[src/rtl/modeirq_pkg.sv]
package modeirq_pkg;
    localparam int LINES       = 4;
    localparam int SYNC_STAGES = 2;

    typedef enum logic [1:0] {
        ST_HOLD = 2'd0,
        ST_ARM  = 2'd1,
        ST_RUN  = 2'd2
    } boot_state_t;
endpackage

[src/rtl/modeirq_sync.sv]
module modeirq_sync #(
    parameter int WIDTH  = 4,
    parameter int STAGES = 2
) (
    input  logic             clk,
    input  logic [WIDTH-1:0] d,
    output logic [WIDTH-1:0] q
);
    logic [WIDTH-1:0] chain [STAGES];

    genvar s;
    generate
        for (s = 0; s < STAGES; s++) begin : g_stage
            if (s == 0) begin : g_first
                always_ff @(posedge clk) chain[s] <= d;
            end else begin : g_next
                always_ff @(posedge clk) chain[s] <= chain[s-1];
            end
        end
    endgenerate

    assign q = chain[STAGES-1];
endmodule

[src/rtl/modeirq_boot_fsm.sv]
module modeirq_boot_fsm
    import modeirq_pkg::*;
#(
    parameter int MODE_W = 4
) (
    input  logic              clk,
    input  logic              rst_n,
    input  logic [MODE_W-1:0] pins_sync,
    output logic              run,
    output logic [MODE_W-1:0] mode
);
    boot_state_t state_q, state_d;
    logic [MODE_W-1:0] mode_q;

    always_comb begin
        state_d = state_q;
        unique case (state_q)
            ST_HOLD: state_d = ST_ARM;
            ST_ARM:  state_d = ST_RUN;
            ST_RUN:  state_d = ST_RUN;
            default: state_d = ST_HOLD;
        endcase
    end

    always_ff @(posedge clk or negedge rst_n) begin
        if (!rst_n) state_q <= ST_HOLD;
        else        state_q <= state_d;
    end

    always_ff @(posedge clk or negedge rst_n) begin
        if (!rst_n)                 mode_q <= '0;
        else if (state_q == ST_HOLD) mode_q <= pins_sync;
    end

    assign run  = (state_q == ST_RUN);
    assign mode = mode_q;

    assert_mode_frozen_R3: assert property (@(posedge clk) disable iff (!rst_n)
        (run && $past(run)) |-> $stable(mode_q));

    assert_arm_to_run_R10: assert property (@(posedge clk) disable iff (!rst_n)
        (state_q == ST_ARM) |=> (state_q == ST_RUN));
endmodule

[src/rtl/modeirq_line.sv]
module modeirq_line (
    input  logic clk,
    input  logic rst_n,
    input  logic run,
    input  logic lvl,
    input  logic edge_sel,
    input  logic enable,
    input  logic ack,
    output logic req
);
    logic prev_q;
    logic pend_q;
    logic fall;

    assign fall = prev_q & ~lvl;

    always_ff @(posedge clk or negedge rst_n) begin
        if (!rst_n) begin
            prev_q <= 1'b1;
            pend_q <= 1'b0;
        end else begin
            prev_q <= lvl;
            if (!run)          pend_q <= 1'b0;
            else if (!edge_sel) pend_q <= ~lvl;
            else               pend_q <= fall | (pend_q & ~ack);
        end
    end

    assign req = pend_q & enable;

    assert_idle_clear_R9: assert property (@(posedge clk) disable iff (!rst_n)
        !run |=> !pend_q);

    assert_edge_sticky_R4: assert property (@(posedge clk) disable iff (!rst_n)
        (run && edge_sel && pend_q && !ack) |=> pend_q);

    assert_level_ack_R6: assert property (@(posedge clk) disable iff (!rst_n)
        (run && !edge_sel && ack && !lvl) |=> pend_q);
endmodule

[src/rtl/modeirq_frontend.sv]
module modeirq_frontend
    import modeirq_pkg::*;
#(
    parameter int N     = LINES,
    parameter int STAGE = SYNC_STAGES
) (
    input  logic         clk,
    input  logic         rst_n,
    input  logic [N-1:0] pin_n,
    input  logic [N-1:0] cfg_enable,
    input  logic [N-1:0] cfg_edge,
    input  logic [N-1:0] ack,
    input  logic         stop_mode,
    output logic [N-1:0] boot_mode,
    output logic [N-1:0] irq_req,
    output logic         wake
);
    logic [N-1:0] pins_s;
    logic         run;
    logic         wake_q;

    modeirq_sync #(.WIDTH(N), .STAGES(STAGE)) u_sync (
        .clk (clk),
        .d   (pin_n),
        .q   (pins_s)
    );

    modeirq_boot_fsm #(.MODE_W(N)) u_fsm (
        .clk       (clk),
        .rst_n     (rst_n),
        .pins_sync (pins_s),
        .run       (run),
        .mode      (boot_mode)
    );

    genvar i;
    generate
        for (i = 0; i < N; i++) begin : g_line
            modeirq_line u_line (
                .clk      (clk),
                .rst_n    (rst_n),
                .run      (run),
                .lvl      (pins_s[i]),
                .edge_sel (cfg_edge[i]),
                .enable   (cfg_enable[i]),
                .ack      (ack[i]),
                .req      (irq_req[i])
            );
        end
    endgenerate

    always_ff @(posedge clk or negedge rst_n) begin
        if (!rst_n) wake_q <= 1'b0;
        else        wake_q <= run & stop_mode & ~pins_s[0];
    end

    assign wake = wake_q;

    assert_wake_needs_stop_R8: assert property (@(posedge clk) disable iff (!rst_n)
        wake |-> $past(stop_mode));

    assert_reset_quiet_R9: assert property (@(posedge clk)
        !rst_n |-> (irq_req == '0 && !wake));
endmodule

[config.mk]
export PLATFORM = sky130hd
export DESIGN_NAME = modeirq_frontend
export DESIGN_NICKNAME = d
export VERILOG_FILES = /design/src/rtl/modeirq_pkg.sv /design/src/rtl/modeirq_sync.sv /design/src/rtl/modeirq_boot_fsm.sv /design/src/rtl/modeirq_line.sv /design/src/rtl/modeirq_frontend.sv
export SDC_FILE = /design/constraint.sdc
export NUM_CORES = 1
export LEC_CHECK = 0
export ABC_AREA = 1
export BUFFER_PORTS_ARGS = -buffer_cell sky130_fd_sc_hd__buf_2
export CORE_MARGIN = 1
export CORE_UTILIZATION = 40
export DETAILED_ROUTE_END_ITERATION = 16
export PLACE_DENSITY = 0.76
export RECOVER_POWER = 50
export SYNTH_ARGS = -nofsm -noshare
export SYNTH_HDL_FRONTEND = slang
export SYNTH_SLANG_ARGS = --single-unit
[constraint.sdc]
create_clock -name clk -period 1.03 [get_ports clk]
set_input_delay 0.1545 -clock clk [delete_from_list [all_inputs] [get_ports clk]]
set_output_delay 0.1545 -clock clk [all_outputs]
set_load 0.005 [all_outputs]
==> metrics.yaml <==
hold_path:
  hp-class: "primary input to register"
  whs_endpoint: "wake$_DFF_PN0_"
  worstHoldPathCells: 3
  holdCritStartpoint: "stop_mode"
power:
  seqPwrFrac_pct: 64.4
  p_per_area_nw_per_um2: 1393
  comb_power_share_pct: 8.4
  peakVddDrop_mv: 0.8874
  p_switching_mw: 0.3224
  swShare_pct: 21.63
  leakage_nw: 0.5793
  intPower_mw: 1.168
  p_total_mw: 1.490
  p_clk_share_pct: 27.2
route:
  wire_per_inst_um: 9.072
  antenna_left: 0
  drcViolationCount: 0
  totalWireLength_mm: 1.261
  vias: 584
  drt-initial-drc-count: 6
  drt_first_pass_iters: 4
  viasPerCell: 4.201
critical_path:
  crit_family: "flip-flops"
  ff2ff_setup_slack_ns: 0.07
  worst_r2r_endpoint: "g_line[0].u_line.pend_q$_DFF_PN0_"
  reg2reg_from: "u_fsm.state_q[1]$_DFF_PN0_"
  slowest_stage: "dfrtp_1"
  crit_path_start_kind: "register"
  worstSetupPathType: "register to output pin"
  crit_buf_inv: 2
  rr_worst_depth: 5
  cp-end-kind: "output pin"
  crit_arrival_ns: 0.91
  slowest_delay_ns: 0.40
  required_ns: 0.88
  crit_chain: "nand2_1 -> inv_1 -> buf_2"
  crit_fanout: 2
synthesis:
  synth_compound_area_share_pct: 4.900
  syn_avg_cell_area_sq_um: 10.21
  yosys_warnings: 0
  synth_area_sq_um: 817.0
  synthesis.nets: 102
  netlist_instances: 80
  yosys.area_share.xor_xnor_pct: 0
  synth_mux_area_share_pct: 0
  ys_types: 13
  ys_ff_latch: 23
  synthAdderAreaFrac_pct: 4.594
  ys_seq_area_share_pct: 66.16
  synth_top_family_by_area: "buffers and inverters"
  synth-simple-area-share_pct: 11.49
timing:
  hold_violations: 0
  fin_skew_ns: 0.003116
  timing.fmax_mhz: 941.0
  setup_violations: 4
  setup-tns-final_ns: -0.09541
  setup_ws_ns: -0.03270
  period_needed_ns: 1.063
  drv_slew: 0
  slew-limit-headroom_pct: 76.58
  rsz0062_at_grt: "true"
  worstMarginPinSlew_ns: 0.3513
  min_period_over_period_pct: 103.2
finish:
  insertedDiodeCount: 0
  syn2layout_area_growth_pct: 30.93
  fin_nets: 137
  fin_cells: 139
  final_util_pct: 58.76
  drive_above_1_share_pct: 37.72
  fill_cells: 162
outcome:
  violations: "negative setup slack"
  outcome: "finished with violations"
clock_network:
  path_clk_slew_ns: 0.12
  root_buffer: "clkbuf_4"
  clock_sinks: 23
  cts_tree: "built"
  cts_max_path_buffers: 2
  worstSkewPairLatency_ns: 0.31
  cts_made_buffers: 3
  htreeDepth: 1
placement:
  gp_congestion: 0.7229
  place_ws_ns: -0.01089
  dp_cells: 127
  portBuffers: 27
  hpwl_um: 857.3
global_routing:
  grt_pass1_wl_mm: 1.918
  grt_pass1_vias: 499
  grt_remaining_overflow: 0
  antenna_found_initial: 0
  grt_max_degree: 16
  grt_util_all_layers_pct: 13.30
floorplan:
  dieArea_sq_um: 2227
  start_util_pct: 44.88
  io_pins: 28
  core_area_sq_um: 1821
  die_y_um: 47.20
  rows: 15
  die_w_um: 47.20
run:
  drv_cap: 0
cells in the mapped netlist:
cell	count	area share (%)
a21oi_1	6	3.7
buf_4	5	4.6
dfrtp_1	11	34
dfstp_2	4	13
dfxtp_1	8	20
ha_1	3	4.6
inv_1	17	7.8
inv_2	1	0.46
nand2_1	13	6.0
nand3_1	4	2.5
nor2_1	5	2.3
nor2_2	1	0.77
o21ai_1	2	1.2
how the worst max path moves through the flow:
stage	endpoint	slack, ns	cells after the start	startpoint
final	irq_req[1]	-0.03	3	g_line[1].u_line.pend_q$_DFF_PN0_
after global routing	irq_req[1]	-0.11	3	g_line[1].u_line.pend_q$_DFF_PN0_
after CTS	irq_req[1]	-0.04	3	g_line[1].u_line.pend_q$_DFF_PN0_
after detailed placement	u_fsm.mode[2]$_DFFE_PN0N_	-0.01	4	u_fsm.state_q[0]$_DFF_PN0_
after global placement	u_fsm.mode[2]$_DFFE_PN0N_	0.05	4	u_fsm.state_q[0]$_DFF_PN0_
after floorplan	u_fsm.mode[2]$_DFFE_PN0N_	0.1	5	u_fsm.state_q[0]$_DFF_PN0_
power by group through the flow:
stage	combinational (mW)	sequential (mW)	clock [mW]
after floorplan	0.0512	0.974	0
after global placement	0.0950	0.976	0
after detailed placement	0.0978	0.978	0
after CTS	0.122	0.959	0.409
after global routing	0.144	0.965	0.448
final	0.125	0.959	0.406
cell families (layout without fill, tap and decap cells):
kind of cell	after synthesis	in the layout
and+or+nand+nor	23	23
adders and majority gates	3	3
DFF	23	23
buffers and inverters	23	57
AOI/OAI and AO/OA	8	8
state kept, by name (all words and copies together) (netlist names):
name / count
g_line.u_line.pend_q: 4
g_line.u_line.prev_q: 4
u_fsm.mode: 4
u_fsm.state_q: 2
u_sync.chain: 8
wake: 1
cell type report:
| cell class | instances | area [sq um] | share of cell area (%) |
|---|---|---|---|
| flip-flops and latches | 23 | 540.5 | 50.53 |
| repair buffers | 35 | 207.7 | 19.42 |
| multi-input cells | 34 | 196.4 | 18.36 |
| inverters | 18 | 67.56 | 6.316 |
| well taps | 25 | 31.28 | 2.924 |
| clock buffers | 4 | 26.28 | 2.456 |
per-layer routing:
layer | vias up | GRT usage [%] | share of wire, %
met2 | 26 | 21.11 | 46
li1 | 301 | - | -
met1 | 253 | 15.27 | 46
met4 | 0 | 10.29 | 2.7
met5 | - | 0 | 0
met3 | 4 | 3.462 | 5.6
per-stage QoR:
stage / area (sq um) / hold WS [ns]
after global placement: 945.9 / 0.06378
after floorplan: 817.0 / -0.1411
after global routing: 1070 / 0.06920
final: 1070 / 0.06559
after detailed placement: 945.9 / 0.07161
after CTS: 1040 / 0.04552
tightest hold or removal path, cell delays in order:
cell,delay [ns]
buf_2,0.10
nand2_1,0.06
nor2_1,0.04
timing repair:
| item | CTS | global route |
|---|---|---|
| setup endpoints to repair | 7 | 10 |
| gates resized for setup | 1 | 5 |
| cloned | 0 | 0 |
| pin swaps | 3 | 1 |
| buffers inserted | 2 | 1 |
| endpoints found under the hold margin | 15 | 0 |
| hold buffers | 5 | 0 |
placed cells by master, fill, tap and decap left out:
master and n:
dfrtp_1 11, clkbuf_2 1, inv_2 3, clkbuf_1 1, a21oi_1 6, nor2_2 1
buf_4 3, dlygate4sd3_1 5, dfxtp_1 8, dfstp_2 4, ha_1 1, inv_1 15
nand3_1 4, clkbuf_4 3, ha_4 2, buf_2 26, nand2_1 13, nor2_1 5
o21ai_1 2
Note: power is estimated with default switching activity, not from simulation.
